`src/rtl/booth_mult_pkg.sv`:
```
package booth_mult_pkg;

    // One-hot choice of multiplicand multiple for one radix-4 group
    typedef struct packed {
        logic neg_two;
        logic neg_one;
        logic two;
        logic one;
        logic zero;
    } booth_sel_t;

endpackage

```
`src/rtl/booth_recoder.sv`:
```
module booth_recoder
    import booth_mult_pkg::*;
(
    input  logic [2:0] window,   // {y[2g+1], y[2g], y[2g-1]}
    output booth_sel_t sel
);

    always_comb begin
        sel = '0;
        unique case (window)
            3'b000, 3'b111: sel.zero    = 1'b1;
            3'b001, 3'b010: sel.one     = 1'b1;
            3'b011:         sel.two     = 1'b1;
            3'b100:         sel.neg_two = 1'b1;
            default:        sel.neg_one = 1'b1;  // 101, 110
        endcase
    end

endmodule

```
`src/rtl/booth_pp_gen.sv`:
```
module booth_pp_gen
    import booth_mult_pkg::*;
#(
    parameter int IN_W  = 16,
    parameter int OUT_W = 32,
    parameter int SHIFT = 0
) (
    input  logic [IN_W-1:0]  mcand,
    input  booth_sel_t       sel,
    output logic [OUT_W-1:0] pp,     // aligned by SHIFT, sign-extended
    output logic             inc     // pending +1 for a negation
);

    logic [OUT_W-1:0] ext;
    logic [OUT_W-1:0] word;

    assign ext = {{(OUT_W-IN_W){mcand[IN_W-1]}}, mcand};

    always_comb begin
        word = '0;
        if (sel.one | sel.neg_one) word = ext;         // keep
        if (sel.two | sel.neg_two) word = ext << 1;    // shift left
        if (sel.neg_one | sel.neg_two) word = ~word;   // invert
        if (sel.zero) word = '0;                       // force zero
        inc = sel.neg_one | sel.neg_two;               // add-one deferred
        pp  = word << SHIFT;
    end

endmodule

```
`src/rtl/maj_ripple_adder.sv`:
```
module maj_ripple_adder #(
    parameter int WD      = 32,
    parameter int CIN_POS = 0     // bit where the carry-in is injected
) (
    input  logic [WD-1:0] a,
    input  logic [WD-1:0] b,
    input  logic          cin,
    output logic [WD-1:0] sum
);

    always_comb begin
        logic cy;
        logic co;
        cy  = 1'b0;
        co  = 1'b0;
        sum = '0;
        for (int i = 0; i < WD; i++) begin
            if (i == CIN_POS) cy = cin;
            co     = (a[i] & b[i]) | (a[i] & cy) | (b[i] & cy);
            sum[i] = co ? (a[i] & b[i] & cy) : (a[i] | b[i] | cy);
            cy     = co;
        end
    end

endmodule

```
`src/rtl/booth_mult_pipe.sv`:
```
module booth_mult_pipe
    import booth_mult_pkg::*;
#(
    parameter int WIDTH = 16
) (
    input  logic               clk,
    input  logic               rst_n,
    input  logic               in_valid,
    input  logic [WIDTH-1:0]   mcand,
    input  logic [WIDTH-1:0]   mplier,
    output logic               out_valid,
    output logic [2*WIDTH-1:0] product
);

    localparam int PW  = 2 * WIDTH;
    localparam int NPP = WIDTH / 2;

    // ---------------- recoding and partial products ----------------
    logic [WIDTH:0]             mplier_x;
    booth_sel_t                 sel_w  [NPP];
    logic [NPP-1:0][PW-1:0]     pp_all;
    logic [NPP-1:0]             inc_all;

    assign mplier_x = {mplier, 1'b0};

    for (genvar g = 0; g < NPP; g++) begin : grp
        booth_recoder u_rec (
            .window (mplier_x[2*g+2 -: 3]),
            .sel    (sel_w[g])
        );
        booth_pp_gen #(.IN_W(WIDTH), .OUT_W(PW), .SHIFT(2*g)) u_pp (
            .mcand  (mcand),
            .sel    (sel_w[g]),
            .pp     (pp_all[g]),
            .inc    (inc_all[g])
        );

        p_sel_onehot_r2: assert property (@(posedge clk) disable iff (!rst_n)
            in_valid |-> $onehot(sel_w[g]));
        p_neg_inc_r3: assert property (@(posedge clk) disable iff (!rst_n)
            in_valid |-> (inc_all[g] == (sel_w[g].neg_one | sel_w[g].neg_two)));
        p_zero_pp_r3: assert property (@(posedge clk) disable iff (!rst_n)
            (in_valid && sel_w[g].zero) |-> (pp_all[g] == '0 && !inc_all[g]));
    end

    // ---------------- accumulation stages ----------------
    for (genvar s = 0; s < NPP; s++) begin : stg
        localparam int NREM = NPP - s;

        logic                     vld_d, vld_q;
        logic [PW-1:0]            acc_d, acc_q;
        logic [NREM-1:0][PW-1:0]  pp_d,  pp_q;
        logic [NREM-1:0]          inc_d, inc_q;
        logic [PW-1:0]            res;

        if (s == 0) begin : g_head
            always_comb begin
                vld_d = in_valid;
                acc_d = '0;
                pp_d  = pp_all;
                inc_d = inc_all;
            end
        end else begin : g_body
            always_comb begin
                vld_d = stg[s-1].vld_q;
                acc_d = stg[s-1].res;
                pp_d  = stg[s-1].pp_q[NREM:1];
                inc_d = stg[s-1].inc_q[NREM:1];
            end

            p_vld_follow_r4: assert property (@(posedge clk) disable iff (!rst_n)
                vld_q == $past(stg[s-1].vld_q));
        end

        always_ff @(posedge clk or negedge rst_n) begin
            if (!rst_n) begin
                vld_q <= 1'b0;
                acc_q <= '0;
                pp_q  <= '0;
                inc_q <= '0;
            end else begin
                vld_q <= vld_d;
                acc_q <= acc_d;
                pp_q  <= pp_d;
                inc_q <= inc_d;
            end
        end

        maj_ripple_adder #(.WD(PW), .CIN_POS(2*s)) u_add (
            .a   (acc_q),
            .b   (pp_q[0]),
            .cin (inc_q[0]),
            .sum (res)
        );

        p_stage_sum_r7: assert property (@(posedge clk) disable iff (!rst_n)
            res == PW'(acc_q + pp_q[0] + (PW'(inc_q[0]) << (2*s))));
    end

    // ---------------- output register ----------------
    logic          out_vld_d, out_vld_q;
    logic [PW-1:0] prod_d,    prod_q;

    always_comb begin
        out_vld_d = stg[NPP-1].vld_q;
        prod_d    = stg[NPP-1].res;
    end

    always_ff @(posedge clk or negedge rst_n) begin
        if (!rst_n) begin
            out_vld_q <= 1'b0;
            prod_q    <= '0;
        end else begin
            out_vld_q <= out_vld_d;
            prod_q    <= prod_d;
        end
    end

    assign out_valid = out_vld_q;
    assign product   = prod_q;

    p_out_follow_r6: assert property (@(posedge clk) disable iff (!rst_n)
        out_valid == $past(stg[NPP-1].vld_q));

endmodule

```
`config.mk`:
```
export PLATFORM = sky130hd
export DESIGN_NAME = booth_mult_pipe
export DESIGN_NICKNAME = d
export VERILOG_FILES = /design/src/rtl/booth_mult_pkg.sv /design/src/rtl/booth_recoder.sv /design/src/rtl/booth_pp_gen.sv /design/src/rtl/maj_ripple_adder.sv /design/src/rtl/booth_mult_pipe.sv
export SDC_FILE = /design/constraint.sdc
export NUM_CORES = 1
export LEC_CHECK = 0
export BUFFER_PORTS_ARGS = -buffer_cell sky130_fd_sc_hd__buf_2
export CELL_PAD_IN_SITES_DETAIL_PLACEMENT = 1
export CELL_PAD_IN_SITES_GLOBAL_PLACEMENT = 2
export CORE_MARGIN = 1.5
export CORE_UTILIZATION = 40
export DETAILED_ROUTE_END_ITERATION = 8
export HOLD_SLACK_MARGIN = 0.15
export PLACE_DENSITY_LB_ADDON = 0.05
export SETUP_SLACK_MARGIN = 0.15
export SLEW_MARGIN = 0
export SYNTH_ARGS = -nofsm -noshare
export SYNTH_HDL_FRONTEND = slang
export SYNTH_SLANG_ARGS = --single-unit
export TNS_END_PERCENT = 100
```
`constraint.sdc`:
```
create_clock -name clk -period 12.28 [get_ports clk]
set_clock_uncertainty 0.2 [all_clocks]
set_input_delay 1.228 -clock clk [delete_from_list [all_inputs] [get_ports clk]]
set_output_delay 1.228 -clock clk [all_outputs]
set_load 0.05 [all_outputs]
```
# Word level (Yosys, flattened, before mapping)
# Index checks and enable logic that the tools add are counted.
[classes]
n_lt_le_gt_ge = 0
n_mul = 0
reduce_logical = 30
n_bitwise = 1439
muxes = 271
shifts = 0
n_addsub = 0
div = 0
eq_ne = 37
[op_table]
columns = ["operator", "n"]
rows = [
  ["1-bit OR", 727],
  ["1-bit AND", 704],
  ["1-bit two-way mux", 239],
  ["32-bit two-way mux", 4],
  ["30-bit two-way mux", 4],
  ["28-bit two-way mux", 4],
  ["26-bit two-way mux", 4],
  ["24-bit two-way mux", 4],
  ["22-bit two-way mux", 4],
  ["20-bit two-way mux", 4],
  ["18-bit two-way mux", 4],
  ["3-bit by 2-bit == test with 1-bit output, second input constant", 14],
  ["3-bit == test, second input constant", 14],
  ["6-bit OR reduction", 7],
  ["32-bit NOT", 1],
  ["30-bit NOT", 1],
  ["28-bit NOT", 1],
  ["2-bit OR reduction", 14],
  ["26-bit NOT", 1],
  ["3-bit logical NOT", 8],
  ["24-bit NOT", 1],
  ["22-bit NOT", 1],
  ["3-bit by 1-bit == test with 1-bit output, second input constant", 7],
  ["20-bit NOT", 1],
  ["other kinds (4)", 4],
]
[word_totals]
mem_bits_ro = 0
ram_bits = 0
in_bits = 35
reg_bits = 1117
output_inout_bits = 33
wordCells = 1838
memories = 0
latch_bits = 0

# Logic depth before layout (Yosys ltp)
# Gate-level depths: netlist (run 1).
[depth]
depth_word = 91
ltp_mapped = 30
depth_no_buf = 30

# By module
# From an unflattened synthesis (run 1), not the netlist that was laid out.
[hier_totals]
hier_cells = 2911
hier_area_um2 = 48957.0
[by_module_without_submodules]
columns = ["mod", "n_inst", "cells_per_inst", "area_per_inst_um2", "seq_area_each_um2"]
rows = [
  ["booth_mult_pipe", 1, 1454, 36363.6, 36359.9],
  ["booth_pp_gen (grp[1].u_pp ...)", 7, 132, 857.1, 0.0],
  ["maj_ripple_adder (stg[2].u_add ...)", 6, 42, 670.6, 0.0],
  ["booth_pp_gen (grp[0].u_pp)", 1, 131, 853.3, 0.0],
  ["maj_ripple_adder (stg[1].u_add)", 1, 41, 666.9, 0.0],
  ["maj_ripple_adder (stg[0].u_add)", 1, 37, 659.4, 0.0],
  ["booth_recoder", 8, 9, 48.8, 0.0],
]

# Worst setup path before layout (run 1)
# Ideal clock, no wire load.
[synth_path]
path_kind = "register -> register"
startpoint = "register stg[2].acc_q[4]"
endpoint = "register stg[3].acc_q[31]"
path_stages_with_launch = 31
period_less_slack_ns = 11.218
required_ns = 11.945
setup_slack_ns = 1.062
setup_time_ns = 0.135
arrival_time_ns = 10.883
path_cell_list = "dfrtp_1 -> inv_1 -> fa_1 -> inv_1 -> fa_1 -> fa_1 -> fa_1 -> fa_1 -> fa_1 -> fa_1 -> fa_1 -> fa_1 -> fa_1 -> fa_1 -> fa_1 -> fa_1 -> fa_1 -> fa_1 -> fa_1 -> fa_1 -> fa_1 -> fa_1 -> fa_1 -> fa_1 -> fa_1 -> fa_1 -> fa_1 -> fa_1 -> fa_1 -> fa_1 -> fa_1"
[synth_between]
elab_chain_cells = 85
word_cells_on_any_way = 115
[synth_lines]
columns = ["item", "line_no", "text"]
rows = [
  ["start, declared", "booth_mult_pipe.sv:51", "logic [PW-1:0] acc_d, acc_q;"],
  ["start signal, assigned", "booth_mult_pipe.sv:78", "acc_q <= '0;"],
  ["start signal, assigned", "booth_mult_pipe.sv:83", "acc_q <= acc_d;"],
  ["1-bit AND", "maj_ripple_adder.sv:19", "co = (a[i] & b[i]) | (a[i] & cy) | (b[i] & cy);"],
  ["1-bit OR * (2 in series)", "maj_ripple_adder.sv:19", ""],
  ["1-bit AND", "maj_ripple_adder.sv:19", ""],
  ["1-bit OR", "maj_ripple_adder.sv:19", ""],
  ["1-bit OR *", "maj_ripple_adder.sv:19", ""],
  ["1-bit AND", "maj_ripple_adder.sv:19", ""],
  ["1-bit OR", "maj_ripple_adder.sv:19", ""],
  ["1-bit OR *", "maj_ripple_adder.sv:19", ""],
  ["[68 not listed]", "-", ""],
  ["1-bit OR *", "maj_ripple_adder.sv:19", ""],
  ["1-bit AND", "maj_ripple_adder.sv:19", ""],
  ["1-bit OR", "maj_ripple_adder.sv:19", ""],
  ["1-bit OR *", "maj_ripple_adder.sv:19", ""],
  ["1-bit AND", "maj_ripple_adder.sv:19", ""],
  ["1-bit OR (2 in series)", "maj_ripple_adder.sv:19", ""],
  ["1-bit two-way mux *", "maj_ripple_adder.sv:20", "sum[i] = co ? (a[i] & b[i] & cy) : (a[i] | b[i] | cy);"],
  ["via stg[2].res[31]", "booth_mult_pipe.sv:54", "logic [PW-1:0] res;"],
  ["end signal, assigned", "booth_mult_pipe.sv:78", ""],
  ["end signal, assigned", "booth_mult_pipe.sv:83", ""],
  ["end, declared", "booth_mult_pipe.sv:51", ""],
]
# The timed path passes the listed nets; every way through them passes the cells marked *.

# Worst setup path after layout (run 1)
# Ends and elaborated chain as after synthesis.

==> results of run 1 <==
## cell type report
cell class	count	share of cell area [%]
Sequential cell	898	63.52
Multi-Input combinational cell	667	19.75
Clock buffer	144	7.919
Timing Repair Buffer	163	3.749
Tap cell	969	3.427
Clock inverter	26	0.8771
Inverter	70	0.7427
Antenna cell	2	0.01415
## per-stage QoR
stage / utilization, % / instances / instance area, um^2 / hold WS [ps] / setup slack [ps]
final: 47.28 / 2939 / 35380 / 143.2 / 566.8
after global routing: 47.27 / 2937 / 35370 / 151.1 / 201.3
after CTS: 47.27 / 2937 / 35370 / 150.0 / 476.1
after detailed placement: 41.92 / 2678 / 31370 / 135.6 / 542.1
after global placement: 41.92 / 2678 / 31370 / 131.3 / 605.6
after floorplan: - / 1742 / 30360 / 131.2 / 1062
## worst max-delay path: cells and delay by family (launching register included)
kind | cells | cell delay, ps
fa+ha+maj | 28 | 10890
flops | 1 | 360
buf+inv | 2 | 120
## flip-flops by register name (all words and copies together) (netlist names)
name       cells
product       32
stg.pp_q     595
stg.acc_q    209
stg.inc_q     36
stg.vld_q      7
out_valid      1
out_vld_d      1
stg.pp_d      17
## logic make-up (layout without fill, tap and decap cells)
group / after synthesis / in the layout / synth area share (%)
AO/OA/AOI/OAI: 170 / 170 / 4.376
XOR/XNOR: 129 / 129 / 3.968
adder cells (fa/ha/maj): 191 / 191 / 12.17
buffers and inverters: 177 / 403 / 2.979
flip-flops: 898 / 898 / 74.01
multiplexers: 1 / 1 / 0.03297
other: 0 / 2 / 0
AND/OR/NAND/NOR: 176 / 176 / 2.460
## cell usage in the layout, fill, tap and decap left out, types with 3 or more instances in the layout
cell type / count
a21boi_0: 3
a21o_1: 3
a21oi_1: 35
and3_1: 3
and3b_1: 7
buf_12: 3
buf_2: 66
buf_4: 4
bufinv_16: 4
clkbuf_1: 25
clkbuf_16: 95
clkbuf_8: 24
clkinv_2: 11
clkinv_8: 3
clkinvlp_4: 4
dfrtp_1: 898
dlygate4sd3_1: 89
fa_1: 174
ha_1: 17
inv_1: 70
nand2_1: 147
nand3_1: 7
nor2_1: 4
o211ai_1: 29
o21ai_0: 10
o221ai_1: 64
o221ai_2: 10
o311ai_0: 3
o31ai_1: 6
xnor2_1: 88
xnor2_2: 5
xor2_1: 34
## layer usage
| layer | GRT usage, % | wire length, um | up-vias |
|---|---|---|---|
| li1 | - | - | 5852 |
| met1 | 19.50 | 23140 | 7281 |
| met2 | 24.31 | 26600 | 184 |
| met3 | 3.576 | 2582 | 108 |
| met4 | 5.045 | 1285 | 18 |
| met5 | 0 | 106 | - |
## power groups by stage
stage	logic [mW]	registers (mW)	clock network [mW]
after global placement	1.23	3.88	0
after floorplan	0.539	4.01	0
after global routing	1.44	3.91	3.00
after detailed placement	1.25	3.91	0
final	1.26	3.83	2.78
after CTS	1.32	3.85	2.88
## repair_timing
| item | in CTS | in global routing |
|---|---|---|
| buffers inserted | 0 | 0 |
| hold buffers | 89 | 0 |
| resized for setup | 0 | 0 |
| hold endpoints to repair | 89 | 0 |
## worst max path at each step
stage	startpoint	to	depth (start not counted)
after floorplan	stg[2].acc_q[4]	stg[3].acc_q[31]	30
after global placement	stg[2].acc_q[4]	stg[3].acc_q[31]	30
after detailed placement	stg[2].acc_q[4]	stg[3].acc_q[31]	30
after CTS	stg[2].acc_q[4]	stg[3].acc_q[31]	30
after global routing	stg[2].acc_q[4]	stg[3].acc_q[31]	30
final	stg[2].acc_q[4]	stg[3].acc_q[31]	30
==> qor.yml, run 1 <==
sta:
  timing.fmax_mhz: 85.37
  fin_crit_ps: 11710
  tns_ps: 0
  slew_viol_final: 0
  worstMarginPinSlew_ps: 1132
  rsz0062_at_grt: "no"
  relSlewSlack_pct: 24.15
  fin_crit_sh_pct: 95.38
  hold_viol_final: 0
  setup_viol: 0
synthesis:
  synthArstFlopShare_pct: 100.0
  synth.top_cells.by_area: "dfrtp_1, fa_1, xnor2_1"
  yosysUniqueCellTypes: 38
  syn_inst: 1742
  synth_edf_count: 0
  syn-cell-area_um2: 30360
  ys_seq_elements: 898
  synth_common_cells: "dfrtp_1, fa_1, nand2_1, xnor2_1, inv_1"
  yosysSeqAreaShare_pct: 74.01
  synthFlopType: "dfrtp_1"
  synth_top_area_share_pct: 74.01
  yosys.area.top_type: "dfrtp_1"
  synth_warnings: 0
  synth_most_common_cell: "dfrtp_1"
  postSynthAreaPerCell_um2: 17.43
  syn-num-nets: 1968
floorplan:
  boundaryPins: 68
  die_h_um: 278.5
  core_um2: 74820
  placementRows: 100
  start_util_pct: 40.58
  die_area_um2: 77570
  fp.dieW_um: 278.5
worst_setup_path:
  cpPeakStageDelay_ps: 440
  reg2reg_depth: 30
  path_max_fanout: 1
  r2r-start: "stg[2].acc_q[4]"
  start_kind: "flip-flop"
  worstReg2RegEnd: "stg[3].acc_q[31]"
  crit_type: "flip-flop to flip-flop"
  slowest_stage: "fa_1"
  crit_path_frequent_cell: "fa_1"
  worstPathRequired_ps: 12580
  cp.arrival_ps: 12010
  ff2ff_setup_slack_ps: 570
  cp-end-kind: "flip-flop"
clock_network:
  cts.path.max_buffers: 3
  numClockSinks: 898
  cts-htree-levels: 3
  clk_latency_ps: 640
  cts_tree: "built"
  path_clk_slew_ps: 60
  root_buffer: "clkbuf_16"
  cts-buffers-inserted: 94
route:
  drcViolationCount: 0
  num_vias: 13440
  drt_pass1_iterations: 4
  wirelength_um: 53710
  drtIter0Drc: 712
  routed_wire_length_per_instance_um: 18.27
  postRouteAntennaNets: 0
  detail_route.vias_per_cell: 4.574
power:
  max-vdd-ir-drop_v: 0.0001024
  cellPowerDensity_nw_per_um2: 222.4
  total_power_mw: 7.868
  power_switching_mw: 2.138
  internal_power_mw: 5.730
  comb_power_share_pct: 16.0
  p_leak_nw: 16.14
  p_clk_share_pct: 35.3
  switching_share_pct: 27.17
  seqPwrFrac_pct: 48.7
global_routing:
  globalRouteOverflowTotal: 0
  grt_pass1_vias: 15690
  antenna_found_initial: 12
  grt_pass1_wl_um: 88780
  track_usage_pct: 14.84
  grt_max_degree: 184
finish:
  finalNetCount: 2120
  multi_input_area_um2: 6987
  area_growth_pct: 16.51
  seq_area_um2: 22470
  fillCellCount: 7070
  layout-drive-gt1-share_pct: 12.25
place:
  globalplace.congestion: 0.7198
  io_buffers: 67
  hpwl_um: 33200
job:
  drv_cap: 0
worst_hold_path:
  worstHoldPathCells: 0
  holdCritStartpoint: "stg[7].acc_q[9]"
  hp-class: "flip-flop to flip-flop"
  holdPathEnd: "product[9]"
run_status:
  status: "complete, no violations"
(Power assumes the default switching activity.)
==> inputs of run 2 (changes only) <==
--- a/config.mk
+++ b/config.mk
@@ -10,6 +10,7 @@
 export CELL_PAD_IN_SITES_GLOBAL_PLACEMENT = 2
 export CORE_MARGIN = 1.5
 export CORE_UTILIZATION = 40
+export CTS_BUF_LIST = sky130_fd_sc_hd__clkbuf_16
 export DETAILED_ROUTE_END_ITERATION = 8
 export HOLD_SLACK_MARGIN = 0.15
 export PLACE_DENSITY_LB_ADDON = 0.05
==> run 2 against run 1 <==
  * Highest routed layer unchanged
  * Register-to-register slack is essentially flat
  * Via count shrank 0.25%
  * Flip-flop and latch count is the same
  * Die area is the same
  * First-iteration DRC count grew 1.8%
==> qor.yml, run 2 (same netlist as run 1, synthesis figures left out) <==
run_status:
  status: "complete, no violations"
sta:
  rsz0062_at_grt: "no"
  tns_ps: 0  # unchanged
  fin_crit_ps: 11710  # -3.469 ps
  timing.fmax_mhz: 85.40  # about the same
  worstMarginPinSlew_ps: 1124  # -8.366 ps
  relSlewSlack_pct: 24.71  # +0.56 points
  hold_viol_final: 0  # unchanged
  setup_viol: 0  # unchanged
  fin_crit_sh_pct: 95.36  # about the same
  setup_ws_ps: 570.3  # +3.469 ps
  slew_viol_final: 0  # unchanged
clock_network:
  path_clk_slew_ps: 60  # about the same
  numClockSinks: 898  # unchanged
  cts_resized: 0  # unchanged
  clk_latency_ps: 640  # about the same
  cts_tree: "built"
  cts-htree-levels: 3  # unchanged
  cts_hold_buf: 87  # -2.2%
  cts-buffers-inserted: 94  # unchanged
  root_buffer: "clkbuf_16"
  postCtsSetupBuffers: 0  # unchanged
  cts.path.max_buffers: 3  # unchanged
route:
  routed_wire_length_per_instance_um: 18.25  # -0.13%
  drt_pass1_iterations: 4  # unchanged
  drcViolationCount: 0  # unchanged
  postRouteAntennaNets: 0  # unchanged
  drtIter0Drc: 725  # +1.8%
  wirelength_um: 53620  # -0.16%
  detail_route.vias_per_cell: 4.564  # -0.22%
  num_vias: 13410  # -0.25%
worst_setup_path:
  crit_path_frequent_cell: "fa_1"
  path_max_fanout: 1  # unchanged
  worstPathRequired_ps: 12570  # about the same
  cp-end-kind: "flip-flop"
  start_kind: "flip-flop"
  cp.arrival_ps: 12000  # about the same
  cpPeakStageDelay_ps: 440  # about the same
  reg2reg_depth: 30  # unchanged
  r2r-start: "stg[2].acc_q[4]"
  startpoint: "stg[2].acc_q[4]"
  crit_type: "flip-flop to flip-flop"
  slowest_stage: "fa_1"
global_routing:
  globalRouteOverflowTotal: 0  # unchanged
  track_usage_pct: 14.82  # -0.021 points
  antenna_found_initial: 12  # unchanged
  grt_max_degree: 184  # unchanged
  grt_pass1_vias: 15640  # -0.36%
  grt_pass1_wl_um: 88720  # about the same
finish:
  largest_register_ffs: 595  # unchanged
  final_cell_mix: "dfrtp_1, fa_1, nand2_1"
  area_growth_pct: 15.66
  layoutNonFillerInstCount: 2938  # -0.034%
  fin_util_pct: 46.94  # -0.34 points
  fillCellCount: 7096  # +0.37%
  finalNetCount: 2118  # -0.094%
  layout_commonest_cell: "dfrtp_1"
  seq_area_um2: 22470  # unchanged
  top_register: "stg.pp_q"
  multi_input_area_um2: 6987  # unchanged
  biggestRegsByFlops: "stg.pp_q x595, stg.acc_q x209, stg.inc_q x36"
  layout-drive-gt1-share_pct: 11.04  # -1.2 points
place:
  dp_cells: 2678  # unchanged
  hpwl_um: 33200  # unchanged
  globalplace.congestion: 0.7198  # unchanged
  io_buffers: 67  # unchanged
  dp_slack_ps: 542.1  # unchanged
worst_hold_path:
  worstHoldPathCells: 0  # unchanged
  hp-class: "flip-flop to flip-flop"
  holdCritStartpoint: "stg[2].inc_q[1]"
power:
  max-vdd-ir-drop_v: 0.0001021  # -0.30%
  cellPowerDensity_nw_per_um2: 218.8  # -1.6%
  total_power_mw: 7.685  # -2.3%
  p_leak_nw: 16.10  # -0.25%
floorplan:
  fp.dieW_um: 278.5  # unchanged
  start_util_pct: 40.58  # unchanged
  placementRows: 100  # unchanged
  core_um2: 74820  # unchanged
  die_area_um2: 77570  # unchanged
  die_h_um: 278.5  # unchanged
  boundaryPins: 68  # unchanged
job:
  drv_cap: 0  # unchanged
[run 2: changes by cell type in the layout (fill, tap and decap cells not counted)]
cell           previous run  this run
inv_1                    70        95
dlygate4sd3_1            89        87
clkbuf_8                 24         0
clkinv_1                  0        24
clkbuf_1                 25         0
diode_2                   2         3
[run 2: power by group]
| part | internal [mW] | total (mW) | leakage [nW] | switching [mW] |
|---|---|---|---|---|
| clock | 1.49 | 2.60 | 1.49 | 1.11 |
| combinational | 0.494 | 1.25 | 3.65 | 0.759 |
| sequential | 3.58 | 3.83 | 11.0 | 0.255 |
| total | 5.56 | 7.69 | 16.1 | 2.13 |
[run 2: worst paths after layout]
kind,to,slack (ps)
min in group asynchronous,product[24],420
max reg2reg,stg[3].acc_q[31],570
min,stg[3].inc_q[0],140
max in group asynchronous,stg[0].pp_q[48],9030
max,stg[3].acc_q[31],570
min reg2reg,stg[3].inc_q[0],140
[run 2: final cells by class]
type	count	share of cell area, %
flip-flops and latches	898	63.99
multi-input cells	667	19.89
clock buffers	95	6.769
repair buffers	161	3.720
well taps	969	3.452
clock inverters	75	1.407
inverters	70	0.7482
diodes	3	0.02138
[run 2: worst max-delay path: cells and delay by family, from the launching register on]
kind,cells,cell delay (ps)
adders and majority gates,28,10890
DFF,1,360
buffers and inverters,2,120
[run 2: per-stage QoR]
step                cell area (um^2)  hold WS (ps)
finish                         35120         143.7
floorplan                      30360         131.2
CTS                            35110         150.0
detailed placement             31370         135.6
global placement               31370         131.3
global route                   35110         151.0
[run 2: routing by layer]
layer  vias to the layer above  share of wire, %  global-route usage [%]  wire (um)
met5                         -              0.17                       0         92
met4                        14               2.2                   4.836       1177
met3                       100               4.8                   3.635       2594
met2                       182                49                   24.28      26520
met1                      7260                43                   19.51      23240
li1                       5853                 -                       -          -
==> inputs of run 3 (changes only) <==
--- a/config.mk
+++ b/config.mk
@@ -14,9 +14,11 @@
 export DETAILED_ROUTE_END_ITERATION = 8
 export HOLD_SLACK_MARGIN = 0.15
 export PLACE_DENSITY_LB_ADDON = 0.05
+export REMOVE_ABC_BUFFERS = 1
 export SETUP_SLACK_MARGIN = 0.15
 export SLEW_MARGIN = 0
 export SYNTH_ARGS = -nofsm -noshare
 export SYNTH_HDL_FRONTEND = slang
+export SYNTH_HIERARCHICAL = 1
 export SYNTH_SLANG_ARGS = --single-unit
 export TNS_END_PERCENT = 100
==> run 3 against run 2 <==
  * Utilization shrank 0.27 points
  * Wire length increased by 54%
  * Power grew 59%
  * Register-to-register slack worse by 300 ps
  * Flip-flop and latch count rose by 555
  * Critical endpoint is now stg[1].acc_q[31]
  * Largest power group unchanged
  * Highest routed layer is now met4
==> qor.yml, run 3 <==
run_status:
  status: "complete, no violations"
worst_setup_path:
  path_max_fanout: 1  # unchanged
  crit_path_frequent_cell: "fa_2"
  cp-end-kind: "flip-flop"
  reg2reg_depth: 34  # +13%
  cp.arrival_ps: 12440  # +440 ps
  critPathCapture: "stg[1].acc_q[31]"
  start_kind: "flip-flop"
  worstReg2RegEnd: "stg[1].acc_q[31]"
  ff2ff_setup_slack_ps: 270  # -300 ps
  cpPeakStageDelay_ps: 440  # about the same
  r2r-start: "stg[0].pp_q[0]"
  startpoint: "stg[0].pp_q[0]"
  crit_type: "flip-flop to flip-flop"
  worstPathRequired_ps: 12710  # +140 ps
  slowest_stage: "fa_1"
finish:
  fin_util_pct: 46.67  # -0.27 points
  finalNetCount: 3451  # +63%
  final_cell_mix: "dfrtp_1, fa_1, clkbuf_16"
  biggestRegsByFlops: "stg.pp_q x1120, stg.acc_q x224, stg.inc_q x36"
  fillCellCount: 11560  # +63%
  seq_area_um2: 36360  # +62%
  area_growth_pct: 15.87
  layout-drive-gt1-share_pct: 11.78  # +0.74 points
  largest_register_ffs: 1120  # +88%
  layout_commonest_cell: "dfrtp_1"
  top_register: "stg.pp_q"
  multi_input_area_um2: 11200  # +60%
global_routing:
  grt_max_degree: 190  # +3.3%
  grt_pass1_vias: 26270  # +68%
  antenna_found_initial: 5  # -7
  grt_pass1_wl_um: 139900  # +58%
  globalRouteOverflowTotal: 0  # unchanged
  track_usage_pct: 14.06  # -0.76 points
route:
  wirelength_um: 82450  # +54%
  num_vias: 22840  # +70%
  drtIter0Drc: 1203  # +66%
  drt_pass1_iterations: 5  # +1
  postRouteAntennaNets: 0  # unchanged
  detail_route.vias_per_cell: 4.657  # +2.0%
  drcViolationCount: 0  # unchanged
  routed_wire_length_per_instance_um: 16.81  # -7.9%
floorplan:
  boundaryPins: 68  # unchanged
  start_util_pct: 40.28  # -0.31 points
  placementRows: 128  # +28%
  die_h_um: 352.8  # +27%
  die_area_um2: 124500  # +61%
  core_um2: 121600  # +62%
  fp.dieW_um: 352.8  # +27%
synthesis:
  synth_edf_count: 0  # unchanged
  synthFlopType: "dfrtp_1"
  postSynthAreaPerCell_um2: 16.82  # -3.5%
  ys_seq_elements: 1453  # +62%
  syn_inst: 2911  # +67%
  yosysUniqueCellTypes: 27  # -29%
  synth-simple-area-share_pct: 6.400  # +3.9 points
  yosys.area.top_type: "dfrtp_1"
  synth_compound_area_share_pct: 4.948  # +0.57 points
  synth_adder_area_share_pct: 10.36  # -1.8 points
  synth_top_family_by_area: "adder cells"
  yosysSeqAreaShare_pct: 74.27  # +0.26 points
  synthArstFlopShare_pct: 100.0  # unchanged
  synth_most_common_cell: "dfrtp_1"
  syn-cell-area_um2: 48960  # +61%
  synthMuxAreaShare_pct: 0  # -0.033 points
  synth_warnings: 6  # +6
  synth.top_cells.by_area: "dfrtp_1, fa_1, a311o_1"
  synth_xor_area_share_pct: 0.1431  # -3.8 points
  synth_top_area_share_pct: 74.27  # +0.26 points
  synth_common_cells: "dfrtp_1, fa_1, nand2_1, nand3_1, nor2b_1"
sta:
  timing.fmax_mhz: 83.24  # -2.5%
  rsz0062_at_grt: "yes"
  relSlewSlack_pct: 10.09  # -15 points
  fin_crit_sh_pct: 97.83  # +2.5 points
  tns_ps: 0  # unchanged
  worstMarginPinSlew_ps: 1344  # +219.9 ps
  fin_crit_ps: 12010  # +304.4 ps
  hold_ws_ps: 142.9  # -0.7610 ps
  setup_viol: 0  # unchanged
  slew_viol_final: 0  # unchanged
  hold_viol_final: 0  # unchanged
  setup_ws_ps: 265.9  # -304.4 ps
place:
  hpwl_um: 51910  # +56%
  globalplace.congestion: 0.7482  # +3.9%
  io_buffers: 67  # unchanged
  dp_slack_ps: -1137  # -1679 ps
clock_network:
  path_clk_slew_ps: 60  # about the same
  root_buffer: "clkbuf_16"
  cts.path.max_buffers: 3  # unchanged
  cts_tree: "built"
  cts-buffers-inserted: 150  # +60%
  numClockSinks: 1453  # +62%
  clk_latency_ps: 750  # +110 ps
  postCtsSetupBuffers: 0  # unchanged
  cts-htree-levels: 4  # +1
worst_hold_path:
  hp-class: "flip-flop to flip-flop"
power:
  max-vdd-ir-drop_v: 0.0001483  # +45%
  seqPwrFrac_pct: 50.0  # about the same
  p_clk_share_pct: 34.7  # +0.9 points
  power_switching_mw: 3.322  # +56%
  comb_power_share_pct: 15.3  # -1.0 points
  internal_power_mw: 8.898  # +60%
  cellPowerDensity_nw_per_um2: 215.4  # -1.6%
  switching_share_pct: 27.19  # -0.52 points
  p_leak_nw: 26.20  # +63%
job:
  drv_cap: 0  # unchanged
run 3: area by class of cell:
cell class	instances	area share, %
Sequential cell	1453	64.10
Multi-Input combinational cell	1221	19.74
Clock buffer	154	6.793
Timing Repair Buffer	252	3.816
Tap cell	1625	3.584
Clock inverter	116	1.420
Inverter	82	0.5426
Antenna cell	1	0.004411
run 3: power by group through the flow:
stage	Sequential [mW]	Combinational (mW)	Clock, mW
2_1_floorplan	6.26	0.840	0
3_3_place_gp	6.18	1.80	0
3_5_place_dp	6.23	1.84	0
4_1_cts	6.14	1.95	4.43
5_1_grt	6.22	2.18	4.62
6_report	6.11	1.87	4.24
run 3: kinds of logic (layout without fill, tap and decap cells):
kind of cell	Yosys count	in the layout
other cells	8	94
buf+inv	322	604
xor+xnor	8	8
flops	1453	1453
compound gates	280	280
simple gates	584	584
fa+ha+maj	256	256
run 3: worst min path at each step:
| stage | from | cells past startpoint | slack (ps) | end |
|---|---|---|---|---|
| 2_1_floorplan | out_vld_d | 0 | 130 | out_valid |
| 6_report | stg[1].pp_q[165] | 0 | 140 | stg[2].pp_q[133] |
| 5_1_grt | stg[1].pp_q[47] | 0 | 150 | stg[2].pp_q[15] |
| 3_3_place_gp | stg[5].pp_q[82] | 0 | 130 | stg[7].pp_d[18] |
| 4_1_cts | stg[0].pp_q[234] | 0 | 150 | stg[1].pp_q[202] |
| 3_5_place_dp | stg[0].pp_q[32] | 0 | 140 | stg[1].pp_q[0] |
run 3: through the flow:
stage	total power, mW	std cells	instance area [um^2]
global placement	7.981	4483	50450
CTS	12.52	4903	56710
finish	12.22	4904	56730
global route	13.02	4904	56730
floorplan	7.104	2756	47710
detailed placement	8.067	4483	50450
run 3: worst max-delay path: cells and delay by family, from the launching register on:
kind	cells	cell delay (ps)
buffers and inverters	2	100
adders and majority gates	32	11250
DFF	1	370
run 3: repair_timing:
action                                  in CTS  in global routing
hold buffers                               150                  0
pin swaps                                    2                  2
resized for setup                           40                  7
endpoints found under the setup margin       6                  2
endpoints found under the hold margin      150                  0
run 3: layer usage:
metal  global-route usage [%]  wire (um)
met1                    18.94      36790
met2                    22.41      40260
met3                    2.956       3148
met4                    5.672       2247
met5                        0          0
